`config.mk`:
```
export PLATFORM = sky130hd
export DESIGN_NAME = otr_tracker
export DESIGN_NICKNAME = d
export VERILOG_FILES = /design/src/rtl/otr_pkg.sv /design/src/rtl/otr_seg_calc.sv /design/src/rtl/otr_entry.sv /design/src/rtl/otr_retire.sv /design/src/rtl/otr_tracker.sv
export SDC_FILE = /design/constraint.sdc
export NUM_CORES = 2
export LEC_CHECK = 0
export BUFFER_PORTS_ARGS = -buffer_cell sky130_fd_sc_hd__buf_2
export CAP_MARGIN = 20
export CELL_PAD_IN_SITES_DETAIL_PLACEMENT = 0
export CELL_PAD_IN_SITES_GLOBAL_PLACEMENT = 2
export CORE_AREA = 2 2 375 340
export CTS_CLUSTER_DIAMETER = 120
export CTS_CLUSTER_SIZE = 40
export DETAILED_ROUTE_END_ITERATION = 10
export DIE_AREA = 0 0 377 342
export PLACE_DENSITY = 0.82
export SLEW_MARGIN = 10
export SYNTH_ARGS = -nofsm -noshare
export SYNTH_HDL_FRONTEND = slang
export SYNTH_SLANG_ARGS = --single-unit
```
`constraint.sdc`:
```
create_clock -name clk_i -period 15.56 [get_ports clk_i]
set_input_delay 3.112 -clock clk_i [delete_from_list [all_inputs] [get_ports clk_i]]
set_output_delay 3.112 -clock clk_i [all_outputs]
set_load 0.05 [all_outputs]
```
`src/rtl/otr_pkg.sv`:
```
package otr_pkg;
  typedef enum logic [1:0] {
    RSP_DONE  = 2'd0,
    RSP_ERROR = 2'd1,
    RSP_RETRY = 2'd2
  } rsp_e;

  // ordered by severity: the larger value wins
  typedef enum logic [1:0] {
    CC_OK        = 2'd0,
    CC_ERROR     = 2'd1,
    CC_RETRY_EXH = 2'd2,
    CC_TIMEOUT   = 2'd3
  } cc_e;

  function automatic cc_e cc_worst(cc_e a, cc_e b);
    return (a > b) ? a : b;
  endfunction
endpackage

```
`src/rtl/otr_seg_calc.sv`:
```
module otr_seg_calc #(
  parameter int SEG_W  = 4,
  parameter int SEG_SH = 8,
  parameter int LEN_W  = SEG_W + SEG_SH + 1,
  localparam int SEG_LEN_W = SEG_SH + 1,
  localparam int SEG_CNT_W = SEG_W + 1
) (
  input  logic [SEG_W-1:0]     seg_i,
  input  logic [LEN_W-1:0]     len_i,
  output logic [SEG_CNT_W-1:0] nsegs_o,
  output logic [LEN_W-1:0]     offset_o,
  output logic [SEG_LEN_W-1:0] seg_len_o
);
  localparam int SEG_BYTES = 1 << SEG_SH;

  logic [LEN_W-1:0] last_idx;

  always_comb begin
    last_idx  = (len_i - LEN_W'(1)) >> SEG_SH;
    nsegs_o   = SEG_CNT_W'(last_idx) + SEG_CNT_W'(1);
    offset_o  = LEN_W'({seg_i, {SEG_SH{1'b0}}});
    seg_len_o = (LEN_W'(seg_i) == last_idx) ? SEG_LEN_W'(len_i - offset_o)
                                            : SEG_LEN_W'(SEG_BYTES);
  end
endmodule

```
`src/rtl/otr_entry.sv`:
```
module otr_entry
  import otr_pkg::*;
#(
  parameter int SEG_CNT_W = 5,
  parameter int LEN_W     = 13,
  parameter int RTRY_W    = 4,
  parameter int TMO_W     = 16
) (
  input  logic                 clk_i,
  input  logic                 rst_ni,
  input  logic                 alloc_i,
  input  logic [SEG_CNT_W-1:0] alloc_segs_i,
  input  logic [LEN_W-1:0]     alloc_len_i,
  input  logic                 free_i,
  input  logic                 rsp_hit_i,
  input  rsp_e                 rsp_status_i,
  input  logic [RTRY_W-1:0]    retry_limit_i,
  input  logic [TMO_W-1:0]     tmo_limit_i,
  output logic                 busy_o,
  output logic                 done_o,
  output cc_e                  code_o,
  output logic [LEN_W-1:0]     len_o,
  output logic                 retry_go_o,
  output logic                 tmo_fire_o
);
  logic                 busy_q, done_q;
  logic [SEG_CNT_W-1:0] rem_q;
  logic [RTRY_W-1:0]    rtry_q;
  logic [TMO_W-1:0]     tmr_q;
  cc_e                  code_q;
  logic [LEN_W-1:0]     len_q;

  logic active, hit;
  cc_e  seg_cc;

  always_comb begin
    active     = busy_q && !done_q;
    hit        = rsp_hit_i && active;
    retry_go_o = hit && (rsp_status_i == RSP_RETRY) && (rtry_q < retry_limit_i);
    tmo_fire_o = active && !hit && (tmo_limit_i != '0) &&
                 (({1'b0, tmr_q} + (TMO_W+1)'(1)) == {1'b0, tmo_limit_i});
    unique case (rsp_status_i)
      RSP_DONE:  seg_cc = CC_OK;
      RSP_RETRY: seg_cc = CC_RETRY_EXH;
      default:   seg_cc = CC_ERROR;
    endcase
  end

  always_ff @(posedge clk_i or negedge rst_ni) begin
    if (!rst_ni) begin
      busy_q <= 1'b0;
      done_q <= 1'b0;
      rem_q  <= '0;
      rtry_q <= '0;
      tmr_q  <= '0;
      code_q <= CC_OK;
      len_q  <= '0;
    end else if (alloc_i) begin
      busy_q <= 1'b1;
      done_q <= 1'b0;
      rem_q  <= alloc_segs_i;
      rtry_q <= '0;
      tmr_q  <= '0;
      code_q <= CC_OK;
      len_q  <= alloc_len_i;
    end else if (free_i) begin
      busy_q <= 1'b0;
      done_q <= 1'b0;
    end else if (active) begin
      if (hit) begin
        tmr_q <= '0;
        if (retry_go_o) begin
          rtry_q <= rtry_q + RTRY_W'(1);
        end else begin
          rem_q  <= rem_q - SEG_CNT_W'(1);
          code_q <= cc_worst(code_q, seg_cc);
          if (rem_q == SEG_CNT_W'(1)) done_q <= 1'b1;
        end
      end else begin
        tmr_q <= tmr_q + TMO_W'(1);
        if (tmo_fire_o) begin
          done_q <= 1'b1;
          code_q <= CC_TIMEOUT;
        end
      end
    end
  end

  assign busy_o = busy_q;
  assign done_o = done_q;
  assign code_o = code_q;
  assign len_o  = len_q;

  assert_done_sticky_R8: assert property (@(posedge clk_i) disable iff (!rst_ni)
    (done_q && !free_i && !alloc_i) |=> (done_q && $stable(code_q)));

  assert_done_needs_busy_R10: assert property (@(posedge clk_i) disable iff (!rst_ni)
    done_q |-> busy_q);
endmodule

```
`src/rtl/otr_retire.sv`:
```
module otr_retire #(
  parameter int TAG_W = 4,
  localparam int N     = 1 << TAG_W,
  localparam int CNT_W = TAG_W + 1
) (
  input  logic             clk_i,
  input  logic             rst_ni,
  input  logic [N-1:0]     done_i,
  input  logic             alloc_i,
  output logic [TAG_W-1:0] head_o,
  output logic [TAG_W-1:0] tail_o,
  output logic             full_o,
  output logic [N-1:0]     free_o,
  output logic             irq_o
);
  logic [TAG_W-1:0] head_q;
  logic [CNT_W-1:0] cnt_q;
  logic             irq_q;
  logic [CNT_W-1:0] run;
  logic [TAG_W-1:0] idx;
  logic             go;

  // contiguous done run from the oldest entry, retired in one edge
  always_comb begin
    run    = '0;
    go     = 1'b1;
    free_o = '0;
    idx    = head_q;
    for (int k = 0; k < N; k++) begin
      idx = head_q + TAG_W'(k);
      if (go && (CNT_W'(k) < cnt_q) && done_i[idx]) begin
        run         = run + CNT_W'(1);
        free_o[idx] = 1'b1;
      end else begin
        go = 1'b0;
      end
    end
  end

  always_ff @(posedge clk_i or negedge rst_ni) begin
    if (!rst_ni) begin
      head_q <= '0;
      cnt_q  <= '0;
      irq_q  <= 1'b0;
    end else begin
      head_q <= head_q + TAG_W'(run);
      cnt_q  <= cnt_q + CNT_W'(alloc_i) - run;
      irq_q  <= (run != '0);
    end
  end

  assign head_o = head_q;
  assign tail_o = head_q + cnt_q[TAG_W-1:0];
  assign full_o = cnt_q[TAG_W];
  assign irq_o  = irq_q;

  assert_count_cap_R2: assert property (@(posedge clk_i) disable iff (!rst_ni)
    cnt_q <= CNT_W'(N));

  assert_no_alloc_when_full_R2: assert property (@(posedge clk_i) disable iff (!rst_ni)
    cnt_q[TAG_W] |-> !alloc_i);

  assert_ptr_move_irq_R10: assert property (@(posedge clk_i) disable iff (!rst_ni)
    (head_q != $past(head_q)) |-> irq_q);
endmodule

```
`src/rtl/otr_tracker.sv`:
```
module otr_tracker
  import otr_pkg::*;
#(
  parameter int TAG_W  = 4,
  parameter int SEG_W  = 4,
  parameter int SEG_SH = 8,
  parameter int RTRY_W = 4,
  parameter int TMO_W  = 16,
  localparam int N         = 1 << TAG_W,
  localparam int LEN_W     = SEG_W + SEG_SH + 1,
  localparam int SEG_LEN_W = SEG_SH + 1,
  localparam int SEG_CNT_W = SEG_W + 1,
  localparam int SEG_BYTES = 1 << SEG_SH
) (
  input  logic                 clk_i,
  input  logic                 rst_ni,
  input  logic [RTRY_W-1:0]    retry_limit_i,
  input  logic [TMO_W-1:0]     tmo_limit_i,
  input  logic                 issue_valid_i,
  input  logic [LEN_W-1:0]     issue_len_i,
  output logic                 issue_ready_o,
  output logic [TAG_W-1:0]     issue_tag_o,
  input  logic                 rsp_valid_i,
  input  logic [TAG_W-1:0]     rsp_tag_i,
  input  logic [SEG_W-1:0]     rsp_seg_i,
  input  logic [1:0]           rsp_status_i,
  output logic                 retry_valid_o,
  output logic [TAG_W-1:0]     retry_tag_o,
  output logic [SEG_W-1:0]     retry_seg_o,
  output logic [LEN_W-1:0]     retry_offset_o,
  output logic [SEG_LEN_W-1:0] retry_len_o,
  output logic [TAG_W-1:0]     cmpl_ptr_o,
  output logic                 irq_o,
  input  logic [TAG_W-1:0]     stat_tag_i,
  output logic                 stat_busy_o,
  output logic                 stat_done_o,
  output logic [1:0]           stat_code_o
);
  logic [N-1:0]     busy_v, done_v, free_v, retry_go_v, tmo_fire_v, alloc_v;
  cc_e              code_a [N];
  logic [LEN_W-1:0] len_a  [N];
  logic [TAG_W-1:0] tail;
  logic             full, issue_fire;
  rsp_e             status;

  logic [SEG_CNT_W-1:0] iss_nsegs, rty_nsegs_unused;
  logic [LEN_W-1:0]     iss_off_unused, rty_off;
  logic [SEG_LEN_W-1:0] iss_len_unused, rty_len;

  assign status        = rsp_e'(rsp_status_i);
  assign issue_ready_o = !full && !rsp_valid_i && !(|tmo_fire_v);
  assign issue_fire    = issue_valid_i && issue_ready_o;
  assign issue_tag_o   = tail;

  otr_seg_calc #(.SEG_W(SEG_W), .SEG_SH(SEG_SH), .LEN_W(LEN_W)) u_iss_calc (
    .seg_i     ('0),
    .len_i     (issue_len_i),
    .nsegs_o   (iss_nsegs),
    .offset_o  (iss_off_unused),
    .seg_len_o (iss_len_unused)
  );

  otr_seg_calc #(.SEG_W(SEG_W), .SEG_SH(SEG_SH), .LEN_W(LEN_W)) u_rty_calc (
    .seg_i     (rsp_seg_i),
    .len_i     (len_a[rsp_tag_i]),
    .nsegs_o   (rty_nsegs_unused),
    .offset_o  (rty_off),
    .seg_len_o (rty_len)
  );

  otr_retire #(.TAG_W(TAG_W)) u_retire (
    .clk_i   (clk_i),
    .rst_ni  (rst_ni),
    .done_i  (done_v),
    .alloc_i (issue_fire),
    .head_o  (cmpl_ptr_o),
    .tail_o  (tail),
    .full_o  (full),
    .free_o  (free_v),
    .irq_o   (irq_o)
  );

  for (genvar g = 0; g < N; g++) begin : g_ent
    assign alloc_v[g] = issue_fire && (tail == TAG_W'(g));

    otr_entry #(
      .SEG_CNT_W (SEG_CNT_W),
      .LEN_W     (LEN_W),
      .RTRY_W    (RTRY_W),
      .TMO_W     (TMO_W)
    ) u_ent (
      .clk_i         (clk_i),
      .rst_ni        (rst_ni),
      .alloc_i       (alloc_v[g]),
      .alloc_segs_i  (iss_nsegs),
      .alloc_len_i   (issue_len_i),
      .free_i        (free_v[g]),
      .rsp_hit_i     (rsp_valid_i && (rsp_tag_i == TAG_W'(g))),
      .rsp_status_i  (status),
      .retry_limit_i (retry_limit_i),
      .tmo_limit_i   (tmo_limit_i),
      .busy_o        (busy_v[g]),
      .done_o        (done_v[g]),
      .code_o        (code_a[g]),
      .len_o         (len_a[g]),
      .retry_go_o    (retry_go_v[g]),
      .tmo_fire_o    (tmo_fire_v[g])
    );
  end

  always_ff @(posedge clk_i or negedge rst_ni) begin
    if (!rst_ni) begin
      retry_valid_o  <= 1'b0;
      retry_tag_o    <= '0;
      retry_seg_o    <= '0;
      retry_offset_o <= '0;
      retry_len_o    <= '0;
    end else begin
      retry_valid_o <= |retry_go_v;
      if (|retry_go_v) begin
        retry_tag_o    <= rsp_tag_i;
        retry_seg_o    <= rsp_seg_i;
        retry_offset_o <= rty_off;
        retry_len_o    <= rty_len;
      end
    end
  end

  assign stat_busy_o = busy_v[stat_tag_i];
  assign stat_done_o = done_v[stat_tag_i];
  assign stat_code_o = code_a[stat_tag_i];

  assert_rsp_blocks_issue_R3: assert property (@(posedge clk_i) disable iff (!rst_ni)
    rsp_valid_i |-> !issue_ready_o);

  assert_retry_single_R5: assert property (@(posedge clk_i) disable iff (!rst_ni)
    $onehot0(retry_go_v));

  assert_retry_len_R5: assert property (@(posedge clk_i) disable iff (!rst_ni)
    retry_valid_o |-> (retry_len_o != '0 && retry_len_o <= SEG_LEN_W'(SEG_BYTES)));
endmodule

```
# After elaboration in Yosys (flattened, before gate mapping)
# Index checks and enable logic that the tools add are counted.
# totals
reg_bits,700
in_bits,51
output_inout_bits,45
word_cells,1512
# op_classes
add_sub_neg,102
order_cmp,83
n_eq_ne,160
muxes,603
n_bitwise,17
n_reduce_logical,428
# ops
op,n
$mux W16,80
$mux W5,95
$mux W4,80
$add A16 B1 Y17 const B,16
$eq A17 B16 Y1,16
$add A16 B1 Y16 const B,16
$or A16 B16 Y16,15
$mux W2,114
$logic_and A1 B1 Y1,194
$mux W1,194
$reduce_and A4 Y1,48
$ne A4 B3 Y1 const B,32
$reduce_bool A2 Y1,64
$ne A3 B2 Y1 const B,32
$reduce_bool A3 Y1,32
$lt A4 B5 Y1 const B,17
$eq A5 B1 Y1 const B,16
$reduce_and A5 Y1,16
$sub A5 B1 Y5 const B,16
$add A5 B1 Y5 const B,15
$bmux W1 S4,18
$add A4 B1 Y4 const B,17
$demux W1 S4,16
$eq A4 B4 Y1 const B,16
other kinds (37),218

# Longest topological paths before layout
# depth
ltp_word,51
mapped_depth,67

# Modules after synthesis
# Synthesis repeated with hierarchy kept, for this count alone.
# hier_totals
hier_cells,6001
hier_area_um2,54637.4
# by_module_without_submodules
mod,n_inst,cells_each,area_each_um2,seq_area_each_um2
otr_entry (g_ent[12].u_ent ...),13,292,2720.1,1051.0
otr_retire,1,880,6371.1,250.2
otr_entry (g_ent[0].u_ent ...),2,296,2793.9,1051.0
otr_tracker,1,296,3633.5,775.7
otr_entry (g_ent[11].u_ent),1,292,2697.6,1051.0
otr_seg_calc (u_rty_calc),1,74,510.5,0.0
otr_seg_calc (u_iss_calc),1,71,475.5,0.0

# Worst setup path before layout
# Ideal clock, no wire load.
# synth_path
path_type,register to register
startpoint,"reg u_retire.head_q[1], in the netlist u_retire.head_o[1]"
endpoint,reg u_retire.cnt_q[4]
setup_time_ns,0.125
t_arrival_ns,12.501
required_ns,15.435
slack_ns,2.934
path_stages_with_launch,68
n_path_buf,6
period_less_slack_ns,12.626
cell_sequence,dfrtp_1 > buf_6 > buf_12 > inv_1 > ha_1 > buf_2 > mux4_2 > mux4_2 > o21ai_0 > nor2_1 > clkbuf_1 > ha_1 > o21ai_0 > or3_1 > clkbuf_1 > and2_1 > clkbuf_1 > nor2_1 > (+32 left out) > inv_1 > o21ai_0 > ha_1 > a21oi_1 > o21ai_0 > ha_1 > mux2_2 > ha_1 > mux2_2 > inv_1 > ha_1 > inv_1 > fa_1 > inv_1 > a21o_1 > a21oi_1 > xnor2_1 > xnor2_1
# synth_between
elab_chain_cells,50
# synth_lines
element,line,rtl
from (decl),otr_retire.sv:16,logic [TAG_W-1:0] head_q;
from (signal assigned),otr_retire.sv:46,head_q <= head_q + TAG_W'(run);
"parallel branches: the longest is 48 deep, another holds $add A5 B1 Y5",--,
$mux W5 (*),otr_retire.sv:31,if (go && (CNT_W'(k) < cnt_q) && done_i[idx]) begin
$sub A5 B5 Y5 (*),otr_retire.sv:47,cnt_q <= cnt_q + CNT_W'(alloc_i) - run;
to (signal assigned),otr_retire.sv:47,
to (decl),otr_retire.sv:17,logic [CNT_W-1:0] cnt_q;
# Mark *: on every way between the ends. The select of a mux whose other input is x is not followed.
# A chain may end at the register's enable or synchronous reset.

# Worst setup path in the final report
# Ends and elaborated chain as after synthesis.

==> impl_metrics.json <==
{
  "r2r-start": "u_retire.head_o[1]",
  "cap_violations": 0,
  "cts_setup_buffers": 0,
  "ys_ff_latch": 700,
  "switchingPower_mw": 3.959,
  "vias": 43970,
  "dpl.hpwl_um": 126300,
  "drtAntennaViolNets": 0,
  "die_area_sq_um": 128900,
  "cts_sinks": 700,
  "synth-edff-count": 0,
  "worst_path_most_repeated_cell": "ha_1",
  "max_stage_delay_ps": 750,
  "path_clk_slew_ps": 150,
  "io_buffers": 86,
  "cp.arrival_ps": 14980,
  "hold_violations": 0,
  "critPathRequiredTime_ps": 16180,
  "ys_seq_area_frac": 0.3527,
  "grt_max_degree": 126,
  "hp-start": "retry_tag_o[0]",
  "fp.dieH_um": 342,
  "wire_per_inst_um": 24.43,
  "avgSynthCellArea_sq_um": 8.555,
  "hold_slack_ps": 483.4,
  "critPathMaxFanout": 26,
  "grt_pass1_vias": 41610,
  "powerDensity_nw_per_um2": 154.6,
  "internal-power_mw": 4.237,
  "gp_congestion": 0.9201,
  "criticalPathCategory": "register to register",
  "slew_violations": 0,
  "p_seq_frac": 0.349,
  "area_growth_pct": 6.734,
  "start_kind": "register",
  "wl_um": 180400,
  "cp-end-kind": "register",
  "cts_made_buffers": 27,
  "num_rows": 124,
  "ys_warn_count": 0,
  "htree_num_levels": 1,
  "hp-class": "register to register",
  "drc_errors": 0,
  "max-slew-margin-rel": 0.2522,
  "drive_gt1_frac": 0.1029,
  "hold_buffers": 0,
  "stdcell_area_sq_um": 53010,
  "fmax_mhz": 69.63,
  "cts_tree": "built",
  "ctsResizeCount": 0,
  "drtIter0Drc": 4478,
  "initial_utilization": 0.3952,
  "clockPowerShare": 0.134,
  "finClkSkew_ps": 92.08,
  "clockBufferDepth": 3,
  "async_flop_share": 1.000,
  "grt_pass1_wl_um": 272600,
  "viasPerCell": 5.955,
  "cts-root-buf": "clkbuf_16",
  "antenna_found_initial": 13,
  "fp.dieW_um": 377,
  "setup_viol": 0,
  "place_area_sq_um": 51950,
  "tns_ps": 0,
  "synth_cells": 5805,
  "period_minus_slack_ps": 14360,
  "dr.pass1.iters": 6,
  "rsz0062_at_grt": "no",
  "tightest_slew_ps": 1122,
  "synth_ff_type": "dfrtp_1",
  "synth_area_sq_um": 49660,
  "p_leak_nw": 22.61,
  "clk_latency_ps": 740,
  "synth.distinct_cells": 108,
  "boundaryPins": 96,
  "final_nets": 5964,
  "peakVddDrop_uv": 108.2,
  "outcome": "finished, final reports clean",
  "comb_power_share": 0.518,
  "fillCellCount": 12520,
  "post-route-period-util": 0.9229,
  "grt_usage": 0.2754,
  "core_sq_um": 125700,
  "rrSetupSlack_ps": 1200,
  "critPathLaunch": "u_retire.head_o[1]",
  "grt_overflow": 0,
  "slowest_stage": "nor2_1",
  "swShare": 0.4830
}
## registers in the layout (all words and copies together), names as in the netlist, 4 cells and up
name and count:
g_ent.u_ent.tmr_q 256, g_ent.u_ent.len_o 208, g_ent.u_ent.rem_q 80, g_ent.u_ent.rtry_q 64
g_ent.u_ent.code_o 32, g_ent.u_ent.busy_o 16, g_ent.u_ent.done_o 16, retry_len_o 9
u_retire.cnt_q 5, retry_seg_o 4, retry_tag_o 4, u_retire.head_o 4
## cell usage after synthesis, types with 12 or more instances
| cell type | count | area [sq um] |
|---|---|---|
| nand2_1 | 887 | 3329 |
| dfrtp_1 | 700 | 17520 |
| o21ai_0 | 508 | 2542 |
| nor2_1 | 505 | 1896 |
| xnor2_1 | 311 | 2724 |
| a21oi_1 | 289 | 1446 |
| clkbuf_1 | 279 | 1047 |
| nand3_1 | 226 | 1131 |
| xor2_1 | 187 | 1638 |
| ha_1 | 186 | 2327 |
| inv_1 | 147 | 551.8 |
| nor3_1 | 133 | 665.6 |
| mux2_2 | 117 | 1318 |
| mux4_2 | 104 | 2342 |
| and3_1 | 100 | 625.6 |
| nand4_1 | 83 | 519.3 |
| o31ai_1 | 65 | 488.0 |
| nor4_1 | 56 | 350.3 |
| a21o_1 | 54 | 405.4 |
| a31oi_1 | 54 | 337.8 |
| nor2b_1 | 50 | 312.8 |
| nand2b_1 | 49 | 306.5 |
| a22oi_1 | 37 | 277.8 |
| and2_1 | 37 | 231.5 |
| mux2i_1 | 35 | 350.3 |
| or3_1 | 35 | 219.0 |
| a22o_1 | 33 | 289.0 |
| buf_1 | 33 | 123.9 |
| nor3b_1 | 31 | 232.7 |
| o22ai_1 | 28 | 175.2 |
| a211oi_1 | 25 | 187.7 |
| or4_1 | 25 | 187.7 |
| nand3b_1 | 22 | 165.2 |
| and4_1 | 21 | 183.9 |
| a2111oi_0 | 19 | 166.4 |
| o211ai_1 | 19 | 142.6 |
| buf_4 | 17 | 127.6 |
| o22a_1 | 17 | 148.9 |
| o41ai_1 | 16 | 140.1 |
| or3b_2 | 15 | 131.4 |
| or2_2 | 14 | 87.58 |
| a311oi_1 | 12 | 105.1 |
| o2111ai_1 | 12 | 105.1 |
## through the flow
| step | util | cells | setup slack, ps | total power [mW] |
|---|---|---|---|---|
| final | 0.4218 | 7384 | 1199 | 8.196 |
| after global routing | 0.4217 | 7382 | 61.74 | 8.746 |
| after CTS | 0.4214 | 7379 | 1358 | 8.171 |
| after detailed placement | 0.4134 | 7331 | 1425 | 7.066 |
| after global placement | 0.4132 | 7329 | 1696 | 7.013 |
| after floorplan | - | 5813 | 2934 | 5.702 |
## final timing paths
check / end / depth (start not counted)
max: u_retire.cnt_q[4] / 62
min: retry_tag_o[0] / 2
max reg2reg: u_retire.cnt_q[4] / 62
min reg2reg: retry_tag_o[0] / 2
max in group asynchronous: g_ent[0].u_ent.rem_q[1] / 4
min in group asynchronous: g_ent[8].u_ent.tmr_q[14] / 1
## final cells by class
| class | instances | area (sq um) | area share |
|---|---|---|---|
| well taps | 1638 | 2049 | 0.03867 |
| repair buffers | 225 | 1519 | 0.02866 |
| flip-flops and latches | 700 | 17520 | 0.3305 |
| inverters | 153 | 574.3 | 0.01083 |
| multi-input cells | 4617 | 30320 | 0.5721 |
| clock inverters | 20 | 326.6 | 0.006161 |
| clock buffers | 28 | 689.4 | 0.01301 |
| diodes | 3 | 7.507 | 0.0001416 |
## metal layers
metal  vias up  share of wire  global-route usage
li1      20470              -                   -
met1     21900           0.46              0.4019
met2      1346           0.45              0.4287
met3       248          0.064             0.03704
met4        10          0.029             0.07108
met5         -        0.00032                   0
## power groups by stage
stage | Clock (mW) | Sequential, mW | Combinational (mW)
6_report | 1.09 | 2.86 | 4.25
5_1_grt | 1.18 | 2.94 | 4.63
4_1_cts | 1.13 | 2.84 | 4.20
3_5_place_dp | 0 | 2.88 | 4.18
3_3_place_gp | 0 | 2.86 | 4.15
2_1_floorplan | 0 | 2.76 | 2.95
## critical path, delay by kind of cell, from the launching register on
family,cells,cell delay (ps)
AO/OA/AOI/OAI,17,2660
XOR/XNOR,5,1000
adder cells (fa/ha/maj),16,5360
buffers and inverters,7,930
flip-flops,1,350
multiplexers,6,1430
AND/OR/NAND/NOR,11,2510
## kinds of logic (layout without fill, tap and decap cells)
group,count (synthesis),after routing,synth area share
compound gates,1317,1317,0.1624
xor+xnor,511,511,0.09340
fa+ha+maj,189,189,0.04807
buf+inv,496,426,0.03993
flops,700,700,0.3527
mux,261,261,0.08203
other cells,1,12,0.00007551
simple gates,2330,2330,0.2214
## cells in the final DEF (no fill, tap or decap), types with 138 or more instances in the layout
cell type  netlist  layout
a21oi_1        289     288
buf_4           17     138
dfrtp_1        700     700
ha_1           186     186
inv_1          147     147
nand2_1        887     886
nand3_1        226     226
nor2_1         505     494
o21ai_0        508     508
xnor2_1        311     310
xor2_1         187     187
Power figures use the tool's default switching activity.
